## config.mk

```make
export PLATFORM = sky130hd
export DESIGN_NAME = wk_alarm_top
export DESIGN_NICKNAME = d
export VERILOG_FILES = /design/src/rtl/wk_alarm_pkg.sv /design/src/rtl/wk_alarm_regs.sv /design/src/rtl/wk_alarm_cmp.sv /design/src/rtl/wk_alarm_fsm.sv /design/src/rtl/wk_alarm_top.sv
export SDC_FILE = /design/constraint.sdc
export NUM_CORES = 1
export LEC_CHECK = 0
export BUFFER_PORTS_ARGS = -buffer_cell sky130_fd_sc_hd__buf_2
export CORE_ASPECT_RATIO = 1.4
export CORE_MARGIN = 2
export CORE_UTILIZATION = 27
export CTS_BUF_LIST = sky130_fd_sc_hd__clkbuf_4
export DETAILED_ROUTE_END_ITERATION = 8
export PLACE_DENSITY_LB_ADDON = 0.1
export SYNTH_ARGS = -nofsm -noshare
export SYNTH_HDL_FRONTEND = slang
export SYNTH_HIERARCHICAL = 1
export SYNTH_SLANG_ARGS = --single-unit
```

## constraint.sdc

```tcl
create_clock -name clk -period 2.2 [get_ports clk]
set_clock_uncertainty 0.15 [all_clocks]
set_input_delay 0.11 -clock clk [delete_from_list [all_inputs] [get_ports clk]]
set_output_delay 0.11 -clock clk [all_outputs]
set_load 0.02 [all_outputs]
```

## src/rtl/wk_alarm_pkg.sv

```systemverilog
package wk_alarm_pkg;

    typedef enum logic [0:0] {
        ST_WAIT  = 1'b0,
        ST_CHECK = 1'b1
    } wk_state_e;

    localparam int SEL_W = 3;

    localparam logic [SEL_W-1:0] SEL_MIN  = 3'd0;
    localparam logic [SEL_W-1:0] SEL_HOUR = 3'd1;
    localparam logic [SEL_W-1:0] SEL_MASK = 3'd2;
    localparam logic [SEL_W-1:0] SEL_CTRL = 3'd3;
    localparam logic [SEL_W-1:0] SEL_CLR  = 3'd4;

    localparam int EN_BIT  = 4;
    localparam int CLR_BIT = 0;

endpackage

```

## src/rtl/wk_alarm_regs.sv

```systemverilog
module wk_alarm_regs
    import wk_alarm_pkg::*;
#(
    parameter int BCD_W    = 8,
    parameter int NUM_DAYS = 7
) (
    input  logic                clk,
    input  logic                rst_n,
    input  logic                cfg_we,
    input  logic [SEL_W-1:0]    cfg_sel,
    input  logic [BCD_W-1:0]    cfg_wdata,
    output logic [BCD_W-1:0]    al_min,
    output logic [BCD_W-1:0]    al_hour,
    output logic [NUM_DAYS-1:0] al_mask,
    output logic                al_en,
    output logic                clr_req
);

    always_ff @(posedge clk or negedge rst_n) begin
        if (!rst_n) begin
            al_min  <= '0;
            al_hour <= '0;
            al_mask <= '0;
            al_en   <= 1'b0;
        end else if (cfg_we) begin
            unique case (cfg_sel)
                SEL_MIN:  al_min  <= cfg_wdata;
                SEL_HOUR: al_hour <= cfg_wdata;
                SEL_MASK: al_mask <= cfg_wdata[NUM_DAYS-1:0];
                SEL_CTRL: al_en   <= cfg_wdata[EN_BIT];
                default:  ;
            endcase
        end
    end

    assign clr_req = cfg_we && (cfg_sel == SEL_CLR) && cfg_wdata[CLR_BIT];

endmodule

```

## src/rtl/wk_alarm_cmp.sv

```systemverilog
module wk_alarm_cmp #(
    parameter int BCD_W    = 8,
    parameter int NUM_DAYS = 7,
    parameter int DAY_W    = 3
) (
    input  logic [BCD_W-1:0]    snap_min,
    input  logic [BCD_W-1:0]    snap_hour,
    input  logic [DAY_W-1:0]    snap_wday,
    input  logic [BCD_W-1:0]    al_min,
    input  logic [BCD_W-1:0]    al_hour,
    input  logic [NUM_DAYS-1:0] al_mask,
    output logic                hit
);

    logic [NUM_DAYS-1:0] day_sel;

    for (genvar d = 0; d < NUM_DAYS; d++) begin : g_day
        assign day_sel[d] = al_mask[d] && (snap_wday == DAY_W'(d));
    end

    assign hit = (snap_min == al_min) && (snap_hour == al_hour) && (|day_sel);

endmodule

```

## src/rtl/wk_alarm_fsm.sv

```systemverilog
module wk_alarm_fsm
    import wk_alarm_pkg::*;
#(
    parameter int BCD_W = 8,
    parameter int DAY_W = 3
) (
    input  logic             clk,
    input  logic             rst_n,
    input  logic             min_tick,
    input  logic [BCD_W-1:0] cur_min,
    input  logic [BCD_W-1:0] cur_hour,
    input  logic [DAY_W-1:0] cur_wday,
    input  logic             hit,
    input  logic             clr_req,
    input  logic             al_en,
    output logic [BCD_W-1:0] snap_min,
    output logic [BCD_W-1:0] snap_hour,
    output logic [DAY_W-1:0] snap_wday,
    output logic             set_pulse,
    output logic             flag_q,
    output logic             irq
);

    wk_state_e state_q, state_d;

    always_comb begin
        state_d = state_q;
        unique case (state_q)
            ST_WAIT:  if (min_tick) state_d = ST_CHECK;
            ST_CHECK: state_d = min_tick ? ST_CHECK : ST_WAIT;
            default:  state_d = ST_WAIT;
        endcase
    end

    always_ff @(posedge clk or negedge rst_n) begin
        if (!rst_n) state_q <= ST_WAIT;
        else        state_q <= state_d;
    end

    assign set_pulse = (state_q == ST_CHECK) && hit;

    always_ff @(posedge clk or negedge rst_n) begin
        if (!rst_n) begin
            snap_min  <= '0;
            snap_hour <= '0;
            snap_wday <= '0;
            flag_q    <= 1'b0;
        end else begin
            if (min_tick) begin
                snap_min  <= cur_min;
                snap_hour <= cur_hour;
                snap_wday <= cur_wday;
            end
            if (set_pulse)    flag_q <= 1'b1;
            else if (clr_req) flag_q <= 1'b0;
        end
    end

    assign irq = flag_q && al_en;

endmodule

```

## src/rtl/wk_alarm_top.sv

```systemverilog
module wk_alarm_top
    import wk_alarm_pkg::*;
#(
    parameter int BCD_W    = 8,
    parameter int NUM_DAYS = 7
) (
    input  logic             clk,
    input  logic             rst_n,
    input  logic             cfg_we,
    input  logic [2:0]       cfg_sel,
    input  logic [7:0]       cfg_wdata,
    input  logic [7:0]       cur_min,
    input  logic [7:0]       cur_hour,
    input  logic [2:0]       cur_wday,
    input  logic             min_tick,
    output logic             alarm_flag,
    output logic             irq
);

    localparam int DAY_W = $clog2(NUM_DAYS + 1);

    logic [BCD_W-1:0]    al_min, al_hour, snap_min, snap_hour;
    logic [NUM_DAYS-1:0] al_mask;
    logic [DAY_W-1:0]    snap_wday;
    logic                al_en, clr_req, hit, set_pulse;

    wk_alarm_regs #(.BCD_W(BCD_W), .NUM_DAYS(NUM_DAYS)) u_regs (
        .clk       (clk),
        .rst_n     (rst_n),
        .cfg_we    (cfg_we),
        .cfg_sel   (cfg_sel),
        .cfg_wdata (cfg_wdata),
        .al_min    (al_min),
        .al_hour   (al_hour),
        .al_mask   (al_mask),
        .al_en     (al_en),
        .clr_req   (clr_req)
    );

    wk_alarm_cmp #(.BCD_W(BCD_W), .NUM_DAYS(NUM_DAYS), .DAY_W(DAY_W)) u_cmp (
        .snap_min  (snap_min),
        .snap_hour (snap_hour),
        .snap_wday (snap_wday),
        .al_min    (al_min),
        .al_hour   (al_hour),
        .al_mask   (al_mask),
        .hit       (hit)
    );

    wk_alarm_fsm #(.BCD_W(BCD_W), .DAY_W(DAY_W)) u_fsm (
        .clk       (clk),
        .rst_n     (rst_n),
        .min_tick  (min_tick),
        .cur_min   (cur_min),
        .cur_hour  (cur_hour),
        .cur_wday  (cur_wday),
        .hit       (hit),
        .clr_req   (clr_req),
        .al_en     (al_en),
        .snap_min  (snap_min),
        .snap_hour (snap_hour),
        .snap_wday (snap_wday),
        .set_pulse (set_pulse),
        .flag_q    (alarm_flag),
        .irq       (irq)
    );

endmodule

```

==> run metrics <==
Max clock buf depth 2; Hold Crit Start cfg_we; combinational power share between 10% and 20%; postcts setup bufs 0; vias after detailed routing 1267; max-slew violations 0; number of levels in the clock H-tree 2; # IOs 36; max cap viols 0; HPWL reported at the end of detailed placement around 3000 um; worst ir drop on vdd around 0.00036 V; worst-case hold path end point u_regs/al_en; type of destination of the critical path flip-flop; type of the tightest min-delay check in2reg; Fmax achieved 571 MHz; number of antenna violations at the first check in global routing 0; Final Critical Period 1.75 ns; total wire length 4350 um; overflow left after global routing 0; switching power share of the total 25.4%; outcome completed; drc violations 0; setup violators final 0; final hold violation count 0; vias in the first global route 1412; # rows 37; Antenna diodes 0; unrepaired setup endpoints after global routing no; final routed wire length divided by cell count approximately 15 um; launch point of the worst reg-to-reg path u_fsm/snap_wday[0]; Worst-Skew Late Latency 0.35 ns; worst reg2reg path depth 5; arrival time of data at the critical path endpoint 1.86 ns; remaining antenna violation count after routing 0; full die area around 0.0082 mm^2; placed inst area 0.00229 mm^2; sequential fraction of design power 53.8%; distinct cell type count after synthesis 26; mapped cell area 0.00202 mm^2; First-pass DRT Iterations 4; buffers added on ports 35; P per Cell Area 732 mW/mm^2; Root Buffer Master sky130_fd_sc_hd__clkbuf_4; flop2flop setup slack ~0.45 ns; Power Total roughly 0.0019 W; flip-flop and latch count after synthesis 45; CTS Buf Count 5; top-area cell type share of the netlist area between 50% and 60%; die width 77.0 um; fraction of final layout cells with drive strength greater than 1 between 40% and 50%; number of instances in the synthesized netlist 130; core region area 0.00731 mm^2; Clk pwr share 26.5%; maximum number of pins on one net before global-route repair 46; yosys warns 6; endpoint of the lowest-slack register-to-register path u_fsm/flag_q; sum of negative setup slack 0 ns; combined global-route utilization of all metal layers 11.3%; relative slew slack 59.8%; proportion of synthesized chip area in sequential cells 55.8%; placed insts approximately 260; worst-path maximum fanout 4; DIE HEIGHT 106 um; CTS tree yes; average size of a mapped cell approximately 16 um^2; Initial Util 27.6%; total number of nets in the final design roughly 230; number of sinks handled by clock tree synthesis 45; internal portion of total power 0.00145 W; Iter 0 DRT Violations 29; category of the worst setup path launch point flip-flop; Post-Syn Nets 164; synthesis-to-finish area growth 31.6%; cell type with the largest total area after synthesis sky130_fd_sc_hd__dfrtp_1; reported leakage power approximately 1.2 nW; hold depth 3; Synth area leaders sky130_fd_sc_hd__dfrtp_1 (56%), sky130_fd_sc_hd__mux2_2 (18%), sky130_fd_sc_hd__mux2_4 (7.4%), sky130_fd_sc_hd__xor2_1 (3.9%), sky130_fd_sc_hd__xnor2_1 (3.0%); wire length of the first global-routing pass 7090 um; total net switching power 0.000493 W; data required time at the worst endpoint roughly 2.3 ns; final cell area excluding filler cells 0.00265 mm^2; period utilization 79.5%; slew of the pin with the lowest slew margin approximately 0.60 ns; routability-driven placement congestion ratio 0.666; clock-pin transition on the worst setup and hold timing paths 0.13 ns; Avg Vias per Cell 4.27; Final Non-Filler Cells 297; crit path kind reg2reg
-- synthesized netlist by cell type, drive strengths merged --
| library cell | instances |
|---|---|
| a31oi | 1 |
| inv | 1 |
| nor4bb | 1 |
| nand4 | 1 |
| nand4b | 1 |
| xnor2 | 7 |
| nand3 | 3 |
| o21ai | 1 |
| a21o | 1 |
| nand2b | 1 |
| xor2 | 9 |
| nand3b | 1 |
| mux2i | 1 |
| nor4 | 3 |
| dfrtp | 45 |
| mux4 | 1 |
| mux2 | 43 |
| buf | 4 |
| and2 | 2 |
| nor3 | 1 |
| and4bb | 1 |
| nor4b | 1 |
-- flip-flops by register name (all words and copies together) (netlist names) --
name	cells
u_fsm/flag_q	1
u_regs/al_min	8
u_regs/al_hour	8
u_fsm/snap_min	8
u_fsm/state_q	1
u_regs/al_en	1
u_regs/al_mask	7
u_fsm/snap_wday	3
u_fsm/snap_hour	8
-- power groups by stage --
stage	combinational, W	sequential, W	clock, W
3_5_place_dp	0.000349	0.00107	0
5_1_grt	0.000419	0.00107	0.000577
6_report	0.000382	0.00105	0.000516
3_3_place_gp	0.000342	0.00106	0
4_1_cts	0.000390	0.00105	0.000539
2_1_floorplan	0.000252	0.00104	0
-- cells by family after synthesis --
group / count (synthesis) / share of synthesized area, %
buf+inv: 5 / 2.23
simple gates: 16 / 6.58
xor+xnor: 16 / 6.95
mux: 45 / 27.5
compound gates: 3 / 0.931
flops: 45 / 55.8
-- repair_timing --
item                                   CTS  global route
gates resized for setup                  0             0
hold buffers                            28             0
endpoints found under the hold margin   88             0
-- metrics by stage --
step                      util [%]  worst slack [ns]  hold WS, ns
after global routing          36.3             0.345      0.00591
after detailed placement      31.4             0.486       0.0874
after global placement        31.4             0.555       0.0813
final                         36.3             0.450       0.0174
after floorplan                  -             0.611       -0.336
after CTS                     36.3             0.464      0.00234
-- area by class of cell --
| type | count | area [um^2] |
|---|---|---|
| multi-input combinational | 80 | 846 |
| inverter | 1 | 3.75 |
| fill | 762 | 4660 |
| tap | 97 | 121 |
| clock buffer | 6 | 45.0 |
| sequential | 45 | 1130 |
| clock inverter | 2 | 33.8 |
| timing repair buffer | 66 | 478 |
-- critical path, cell delays in order, from the launching register on --
cell and delay (ns):
sky130_fd_sc_hd__dfrtp_1 0.42, sky130_fd_sc_hd__mux4_2 0.51, sky130_fd_sc_hd__o21ai_0 0.21, sky130_fd_sc_hd__nor4_1 0.08, sky130_fd_sc_hd__and2_1 0.14, sky130_fd_sc_hd__a21o_1 0.15
-- metal layers --
| metal | share of wire, % | global-route usage [%] | routed length, um |
|---|---|---|---|
| met1 | 44 | 13.5 | 1940 |
| met3 | 2.5 | 2.55 | 107 |
| met2 | 52 | 19.7 | 2260 |
| met5 | 0 | 0 | 0 |
| met4 | 1.1 | 4.21 | 48 |
-- worst max-delay path by stage --
stage                  startpoint      endpoint  slack, ns  cells after the start
2_1_floorplan  u_fsm/snap_wday[0]  u_fsm/flag_q       0.61                      5
3_3_place_gp     u_regs/al_min[6]  u_fsm/flag_q       0.56                      6
3_5_place_dp   u_fsm/snap_wday[0]  u_fsm/flag_q       0.49                      5
4_1_cts        u_fsm/snap_wday[0]  u_fsm/flag_q       0.46                      5
5_1_grt        u_fsm/snap_wday[0]  u_fsm/flag_q       0.35                      5
6_report       u_fsm/snap_wday[0]  u_fsm/flag_q       0.45                      5
-- cell usage in the layout (no fill, tap or decap), types with 2 or more instances in the layout --
cell / instances
sky130_fd_sc_hd__dfrtp_1: 45
sky130_fd_sc_hd__buf_2: 35
sky130_fd_sc_hd__mux2_2: 33
sky130_fd_sc_hd__dlygate4sd3_1: 28
sky130_fd_sc_hd__mux2_4: 10
sky130_fd_sc_hd__xor2_1: 9
sky130_fd_sc_hd__xnor2_1: 7
sky130_fd_sc_hd__clkbuf_4: 6
sky130_fd_sc_hd__buf_4: 3
sky130_fd_sc_hd__nand3_1: 3
sky130_fd_sc_hd__nor4_1: 2
sky130_fd_sc_hd__and2_1: 2
Power figures use the tool's default switching activity.
